[src/rtl/smc_bank_ctrl.sv]
module smc_bank_ctrl #(
  parameter int AW = 24,
  parameter int BANK_LSB = 22
) (
  input  logic          clk,
  input  logic          rst_n,
  input  logic [3:0]    cfg_we,
  input  logic [18:0]   cfg_wdata,
  input  logic [3:0]    err_clr,
  output logic [3:0]    prot_err,
  output logic [3:0]    size_err,
  input  logic          req_valid,
  input  logic          req_write,
  input  logic [AW-1:0] req_addr,
  input  logic [2:0]    req_size,
  input  logic [3:0]    req_be,
  input  logic [31:0]   req_wdata,
  output logic          req_ready,
  output logic          req_err,
  output logic [31:0]   req_rdata,
  output logic [3:0]    mem_cs_n,
  output logic [3:0]    mem_bls_n,
  output logic          mem_we_n,
  output logic [AW-1:0] mem_addr,
  output logic [31:0]   mem_dout,
  output logic          mem_doe,
  input  logic [31:0]   mem_din
);
  localparam logic [18:0] CFG_RST = {2'b10, 3'b000, 5'h1F, 5'h1F, 4'hF};

  typedef enum logic [2:0] {S_IDLE, S_RD, S_WSET, S_WSTB, S_WHLD} st_t;

  st_t           st;
  logic [18:0]   cfg [4];
  logic [5:0]    cnt;
  logic [4:0]    gap;
  logic [1:0]    bank_q, last_bank;
  logic [AW-1:0] addr_q, last_addr, step;
  logic [31:0]   wdata_q, rdata_q;
  logic [3:0]    be_q;
  logic          ready_q, err_q, last_ok, last_wr, seq_ok;

  wire [1:0] rb       = req_addr[BANK_LSB+1:BANK_LSB];
  wire       take     = (st == S_IDLE) && req_valid && !ready_q;
  wire       size_hit = take && (req_size > 3'd2);
  wire       prot_hit = take && !size_hit && req_write && cfg[rb][15];
  wire       turn     = last_ok && (rb != last_bank || req_write != last_wr);
  wire       go       = take && !size_hit && !prot_hit &&
                        (!turn || gap >= {1'b0, cfg[rb][3:0]});

  always_comb
    case (cfg[rb][18:17])
      2'b00:   step = AW'(1);
      2'b01:   step = AW'(2);
      default: step = AW'(4);
    endcase

  wire seq = seq_ok && !req_write && rb == last_bank && cfg[rb][16] &&
             req_addr == last_addr + step;

  always_ff @(posedge clk or negedge rst_n)
    if (!rst_n) begin
      for (int i = 0; i < 4; i++) cfg[i] <= CFG_RST;
    end else begin
      for (int i = 0; i < 4; i++) if (cfg_we[i]) cfg[i] <= cfg_wdata;
    end

  always_ff @(posedge clk or negedge rst_n)
    if (!rst_n) begin
      prot_err <= '0;
      size_err <= '0;
    end else begin
      prot_err <= (prot_err & ~err_clr) | (prot_hit ? 4'b1 << rb : 4'b0);
      size_err <= (size_err & ~err_clr) | (size_hit ? 4'b1 << rb : 4'b0);
    end

  always_ff @(posedge clk or negedge rst_n)
    if (!rst_n) begin
      st <= S_IDLE;
      cnt <= '0;
      gap <= '1;
      bank_q <= '0;
      addr_q <= '0;
      wdata_q <= '0;
      be_q <= '0;
      rdata_q <= '0;
      ready_q <= 1'b0;
      err_q <= 1'b0;
      last_ok <= 1'b0;
      last_wr <= 1'b0;
      last_bank <= '0;
      last_addr <= '0;
      seq_ok <= 1'b0;
    end else begin
      ready_q <= 1'b0;
      err_q <= 1'b0;
      if (st != S_IDLE) gap <= '0;
      else if (gap != 5'h1F) gap <= gap + 5'd1;
      case (st)
        S_IDLE: begin
          if (size_hit || prot_hit) begin
            ready_q <= 1'b1;
            err_q <= 1'b1;
            seq_ok <= 1'b0;
          end else if (go) begin
            bank_q <= rb;
            addr_q <= req_addr;
            wdata_q <= req_wdata;
            be_q <= req_be;
            if (req_write) st <= S_WSET;
            else begin
              st <= S_RD;
              cnt <= seq ? {1'b0, cfg[rb][13:9]} : {1'b0, cfg[rb][8:4]} + 6'd2;
            end
          end
        end
        S_RD:
          if (cnt == '0) begin
            rdata_q <= mem_din;
            ready_q <= 1'b1;
            st <= S_IDLE;
            last_ok <= 1'b1;
            last_wr <= 1'b0;
            last_bank <= bank_q;
            last_addr <= addr_q;
            seq_ok <= 1'b1;
          end else cnt <= cnt - 6'd1;
        S_WSET: begin
          cnt <= {1'b0, cfg[bank_q][13:9]};
          st <= S_WSTB;
        end
        S_WSTB:
          if (cnt == '0) st <= S_WHLD;
          else cnt <= cnt - 6'd1;
        S_WHLD: begin
          ready_q <= 1'b1;
          st <= S_IDLE;
          last_ok <= 1'b1;
          last_wr <= 1'b1;
          last_bank <= bank_q;
          last_addr <= addr_q;
          seq_ok <= 1'b0;
        end
        default: st <= S_IDLE;
      endcase
    end

  wire cs_on = (st == S_RD) || (st == S_WSTB) || (st == S_WHLD);

  assign req_ready = ready_q;
  assign req_err   = err_q;
  assign req_rdata = rdata_q;
  assign mem_addr  = addr_q;
  assign mem_dout  = wdata_q;
  assign mem_cs_n  = cs_on ? ~(4'b1 << bank_q) : 4'hF;
  assign mem_we_n  = (st != S_WSTB);
  assign mem_doe   = (st == S_WSET) || (st == S_WSTB) || (st == S_WHLD);
  assign mem_bls_n = (st == S_WSTB) ? ~be_q :
                     (st == S_RD && cfg[bank_q][14]) ? 4'h0 : 4'hF;
endmodule


[config.mk]
export PLATFORM = sky130hd
export DESIGN_NAME = smc_bank_ctrl
export DESIGN_NICKNAME = d
export VERILOG_FILES = /design/src/rtl/smc_bank_ctrl.sv
export SDC_FILE = /design/constraint.sdc
export NUM_CORES = 1
export LEC_CHECK = 0
export BUFFER_PORTS_ARGS = -buffer_cell sky130_fd_sc_hd__buf_4
export CAP_MARGIN = 20
export CORE_ASPECT_RATIO = 1.25
export CORE_MARGIN = 4
export CORE_UTILIZATION = 59
export CTS_CLUSTER_DIAMETER = 100
export CTS_CLUSTER_SIZE = 8
export DETAILED_ROUTE_END_ITERATION = 10
export GPL_ROUTABILITY_DRIVEN = 1
export HOLD_SLACK_MARGIN = 0.02
export PLACE_DENSITY = 0.85
export SLEW_MARGIN = 20
export SYNTH_ARGS = -nofsm -noshare
export SYNTH_HDL_FRONTEND = slang
export SYNTH_SLANG_ARGS = --single-unit
[constraint.sdc]
create_clock -name clk -period 5.7 [get_ports clk]
set_clock_uncertainty 0.15 [all_clocks]
set_input_delay 0.57 -clock clk [delete_from_list [all_inputs] [get_ports clk]]
set_output_delay 0.57 -clock clk [all_outputs]
set_load 0.05 [all_outputs]
# == Yosys cells after proc, flatten, opt, wreduce, memory -nomap -nowiden ==
# Index checks and enable logic that the tools add are counted.
# totals
ff_bits,223
latchBits,0
mem_bits_rw,0
romBits,0
input_bits,126
output_inout_bits,108
wordCells,140
mem_count,0
# classes
n_addsub,4
n_mul,0
div,0
order_cmp,4
eq_ne,18
n_shift,2
n_mux,40
n_bitwise,10
reduce_logical,41
# ops
cell,count
$bmux W19 S2,2
$pmux W24 S2,1
$mux W19,2
$mux W15,2
$mux W6,5
$add A24 B24 Y24,1
$eq A24 B24 Y1,1
$mux W24,1
$mux W4,5
$pmux W6 S3,1
$logic_and A1 B1 Y1,14
$mux W3,4
$ne A2 B2 Y1 const B,6
$not A4 Y4,3
$pmux W3 S4,1
$mux W5,2
$reduce_bool A3 Y1,3
$and A4 B4 Y4,2
$or A4 B4 Y4,2
$shl A1 B2 Y4 const A,2
$logic_or A1 B1 Y1,7
$add A5 B2 Y6 const B,1
$eq A3 B2 Y1 const B,2
$ge A3 B3 Y1 const B,2
31 further kinds,47

# == Logic depth before layout (Yosys ltp) ==
# depth
word_depth,14
depth_mapped,15
depth_no_buf,12

# == Least setup slack after synthesis ==
# Ideal clock, no wire load.
# synth_path
path_type,input-to-reg
startpoint,in req_addr[22]
endpoint,reg cnt[3]
setup_ns,0.120
t_arrival_ns,4.549
required_time_ns,5.430
setup_slack_ns,0.881
stages,14
path_buffers,2
cell_sequence,buf_6 -> buf_1 -> mux4_2 -> nor2_1 -> ha_1 -> inv_1 -> fa_1 -> nand2b_2 -> a211oi_2 -> o2111ai_1 -> a22o_2 -> a211o_1 -> or4b_1 -> a31o_1
# synth_between
elab_chain_len,14
elab_cells_between_ends,33
classes_between,add/sub: 2; order compare: 1; eq/ne: 6; mux: 9; bitwise: 1; reduce/logical: 14
# synth_lines
item,line,text
start: declaration,14,"input logic [AW-1:0] req_addr,"
$not A2 Y3 (implied by the code),--,
$bmux W19 S2,--,
$mux W19 (implied by the code) (2 in a row),113,"cnt <= seq ? {1'b0, cfg[rb][13:9]} : {1'b0, cfg[rb][8:4]} + 6'd2;"
$eq A2 B1 Y1 / $logic_not A2 Y1 (equally long branches),52,case (cfg[rb][18:17])
$pmux W3 S2,52,
$add A24 B24 Y24,59,req_addr == last_addr + step;
$eq A24 B24 Y1,59,
$logic_and A1 B1 Y1,58,wire seq = seq_ok && !req_write && rb == last_bank && cfg[rb][16] &&
$mux W6,113,
$mux W6,110,if (req_write) st <= S_WSET;
$mux W6,105,end else if (go) begin
$mux W6,101,if (size_hit || prot_hit) begin
$pmux W6 S3,99,case (st)
end signal: assignment,113,
end signal: assignment,127,end else cnt <= cnt - 6'd1;
end signal: assignment,129,"cnt <= {1'b0, cfg[bank_q][13:9]};"
end: declaration,35,logic [5:0] cnt;
# Parallel ways exist; a longest one is shown, timed or not. The select of a mux whose other input is x is not followed.
# A chain may end at the register's enable or synchronous reset.

# == Final worst setup path ==
# layout_path
startpoint,reg cfg[18] (netlist name)
endpoint,reg cnt[3]
# layout_between
elab_chain_len,13
elab_cells_between_ends,14
classes_between,add/sub: 1; eq/ne: 2; mux: 9; reduce/logical: 2
# layout_lines
item,line,text
start: declaration,34,logic [18:0] cfg [4];
$bmux W19 S2 (*),52,
$mux W19 (*) (2 in a row),--,
$eq A2 B1 Y1 / $logic_not A2 Y1 (equally long branches),52,
$pmux W3 S2 (*),52,
$add A24 B24 Y24 (*),59,
$eq A24 B24 Y1 (*),59,
$logic_and A1 B1 Y1 (*),58,
$mux W6 (*),113,
$mux W6 (*),110,
$mux W6 (*),105,
$mux W6 (*),101,
$pmux W6 S3 (*),99,
# Every way passes the cells marked *; elsewhere a longest branch is shown, timed or not. The select of a mux whose other input is x is not followed.

==> summary.md <==
| Metric | Value |
|---|---|
| Setup crit start kind | flop |
| CTS clk-pin slew, worst paths | 0.06 ns |
| Height of the chip | 158 um |
| Post-Syn Area per Cell | 13.5 um^2 |
| Register area share after synthesis | 52.6% |
| Post_cts resized | 0 |
| Crit path capture type | flop |
| Most frequent cell after synthesis | mux2_2 |
| Asr flop ratio synth | 100% |
| Final WL | 25.2 mm |
| Ys flop type | dfrtp_1 |
| CTS root buffer | clkbuf_16 |
| Vias in the first global route | 7837 |
| Final hold slack | 0.0248 ns |
| Area contributors post-synth | dfrtp_1, mux2_2, dfstp_2 |
| # diodes | 0 |
| Ports | 234 |
| Layout Cells excl Fill | 1267 |
| Synthesized netlist cell count | 783 |
| Area growth syn-to-layout | 26.4% |
| Final Setup Violations | 0 |
| RSZ-0062 raised after global routing | false |
| Final Hold Vio Count | 0 |
| Initial antenna violation count | 0 |
| Final total power | 7.06 mW |
| VDD IR-drop max | 0.000356 V |
| WL/cell | 19.9 um |
| Final #Nets | 1159 |
| Clk Latency, worst-skew pair | 0.54 ns |
| Router iterations before antenna repair | 5 |
| YS warnings | 0 |
| Final RePlAce weighted congestion | 0.964 |
| Fmax | 232 MHz |
| Row count | 54 |
| Via count | 7345 |
| Path type of the worst min-delay path | input port to async pin |
| Die X | 128 um |
| Final setup margin | 1.39 ns |
| GRT Util Overall | 24.8% |
| Top cell type's share of synthesized area | 36.4% |
| Largest net degree at the start of global routing | 122 |
| Count of final max-slew check failures | 0 |
| Synth area leader | dfrtp_1 |
| Synth cell count leaders | mux2_2, dfrtp_1, dfstp_2 |
| TNS Setup | 0 ns |
| Critical path required time | 5.98 ns |
| Max cap viols | 0 |
| Layout cells sized above 1 | 55.3% |
| Critical path fanouts, max | 11 |
| Final worst path period need | 4.31 ns |
| Post CTS Setup Buffer Count | 0 |
| Number of synthesized flops with an enable pin | 0 |
| First-pass GRT wire length | 40.5 mm |
| Flops & latches, synth | 219 |
| Worst-margin pin slew | 0.942 ns |
| GRT Residual Overflow | 0 |
| Dpl cells | 1211 |
| Cell area power density | 528 mW/mm^2 |
| Core footprint | 0.0176 mm^2 |
| Clock net sink count | 219 |
| Outcome | finished, final reports clean |
| Worst EP arrival | 4.59 ns |
| Max transition margin | 37.2% |
| CTS tree | built |
| Port Buffers | 233 |
| CTS max path bufs | 3 |
| P_leak | 6.10 nW |
| Hpwl dp | 18.1 mm |
| Post-route clock period utilization | 75.6% |
| DRT iter0 DRCs | 589 |
| ANT nets after route | 0 |
| Worst setup path class | flop to flop |
| Die Area | 0.0201 mm^2 |
| Total CTS buffers | 31 |
| Synth cell types | 79 |
| Avg Vias per Cell | 5.80 |
| Starting Density | 60.2% |
| Filler cell count | 1142 |
| Synthesized area | 0.0106 mm^2 |
| H-tree depth | 1 |
| Mapped Nets | 922 |
| Dpl ws | 1.03 ns |
| DRC Markers | 0 |
| Hold-fix buffers, CTS | 0 |
## layout make-up
cell class	instances	area, um^2	area share (%)
inverter	27	101	0.758
tap	224	280	2.10
clock buffer	55	866	6.48
multi-input combinational	501	4740	35.5
sequential	219	5560	41.6
clock inverter	1	7.51	0.0562
timing repair buffer	240	1810	13.5
## sequential cells by signal, indices dropped and copies added, names as in the netlist
register and count:
st 3, cnt 6, size_err 4, req_ready 1
last_bank 2, bank_q 2, last_addr 22, req_rdata 32
seq_ok 1, last_ok 1, last_wr 1, mem_dout 32
cfg 76, req_err 1, be_q 4, gap 5
prot_err 4, mem_addr 22
## routing by layer
layer / vias up / GRT usage (%) / share of wire (%)
met3: 48 / 4.59 / 5.6
met5: - / 0 / 0
met4: 0 / 7.33 / 2.4
met2: 249 / 44.0 / 53
met1: 3691 / 31.2 / 39
li1: 3357 / - / -
## worst paths after layout
kind,startpoint,end,slack [ns],cells past startpoint
worst max-delay path,cfg[18]$_DFFE_PN1P_,cnt[3]$_DFFE_PN0P_,1.39,12
worst min-delay path,rst_n,mem_dout[29]$_DFFE_PN0P_,0.02,1
worst max register to register,cfg[18]$_DFFE_PN1P_,cnt[3]$_DFFE_PN0P_,1.39,12
worst min register to register,last_ok$_DFFE_PN0P_,last_ok$_DFFE_PN0P_,0.33,1
max in group asynchronous,rst_n,cfg[33]$_DFFE_PN0P_,4.15,2
min in group clk,err_clr[3],prot_err[3]$_DFF_PN0_,0.08,2
## kinds of logic (layout without fill, tap and decap cells)
group	count (synthesis)	count (layout)	synth area share, %
and+or+nand+nor	144	144	8.08
DFF	219	219	52.6
xor gates and xnor gates	35	35	2.90
muxes	223	223	26.3
adders and majority gates	13	13	1.61
AOI/OAI and AO/OA	86	86	5.93
buffers and inverters	63	323	2.63
## metrics by stage
step,cell area [um^2],util [%]
floorplan,10600,-
global placement,12500,71.1
detailed placement,12500,71.1
CTS,13400,76.1
global route,13400,76.1
finish,13400,76.1
## critical path, cell delays in order, from the launching register on
cell and delay (ns):
dfstp_2 0.37, mux4_2 0.50, nor2_1 0.13, ha_1 0.22
inv_1 0.07, fa_1 0.39, nand2b_2 0.27, a211oi_2 0.46
o2111ai_1 0.18, a22o_2 0.28, a211o_1 0.41, or4b_1 0.55
a31o_1 0.22
## cell usage in the layout (no fill, tap or decap), types with 3 or more instances in the layout
cell       synthesis  layout
dfstp_2           65      65
nor4_1             3       3
buf_4              2     239
a211o_1            3       3
nand4bb_1          4       4
a31oi_1            6       6
and3_1             4       4
nand4_1            9       9
nor2b_1            6       6
xor2_1            16      16
nor3_1             5       5
nor2_1            36      34
o211ai_1           7       7
clkbuf_16          0      31
clkbuf_1          16      24
a21oi_1           16      16
dfrtp_1          154     154
nor3b_1            5       5
mux4_2            23      23
a22oi_1            3       3
nand2_1           29      28
o21ai_0           13      13
o31ai_1            6       6
nand2b_1           7       7
mux2_2           191     191
o22ai_1            8       8
xnor2_1           19      19
nand3_1            4       4
inv_1             26      26
and2_1             4       4
or3_1              4       4
ha_1              12      12
mux2i_1            7       7
## power by group
part	total (mW)	internal, mW	leakage [nW]	switching, mW
Clock	1.65	1.01	0.411	0.639
Combinational	3.04	1.13	3.01	1.91
Sequential	2.38	2.02	2.69	0.354
Total	7.06	4.16	6.10	2.90
Power figures use the tool's default switching activity.
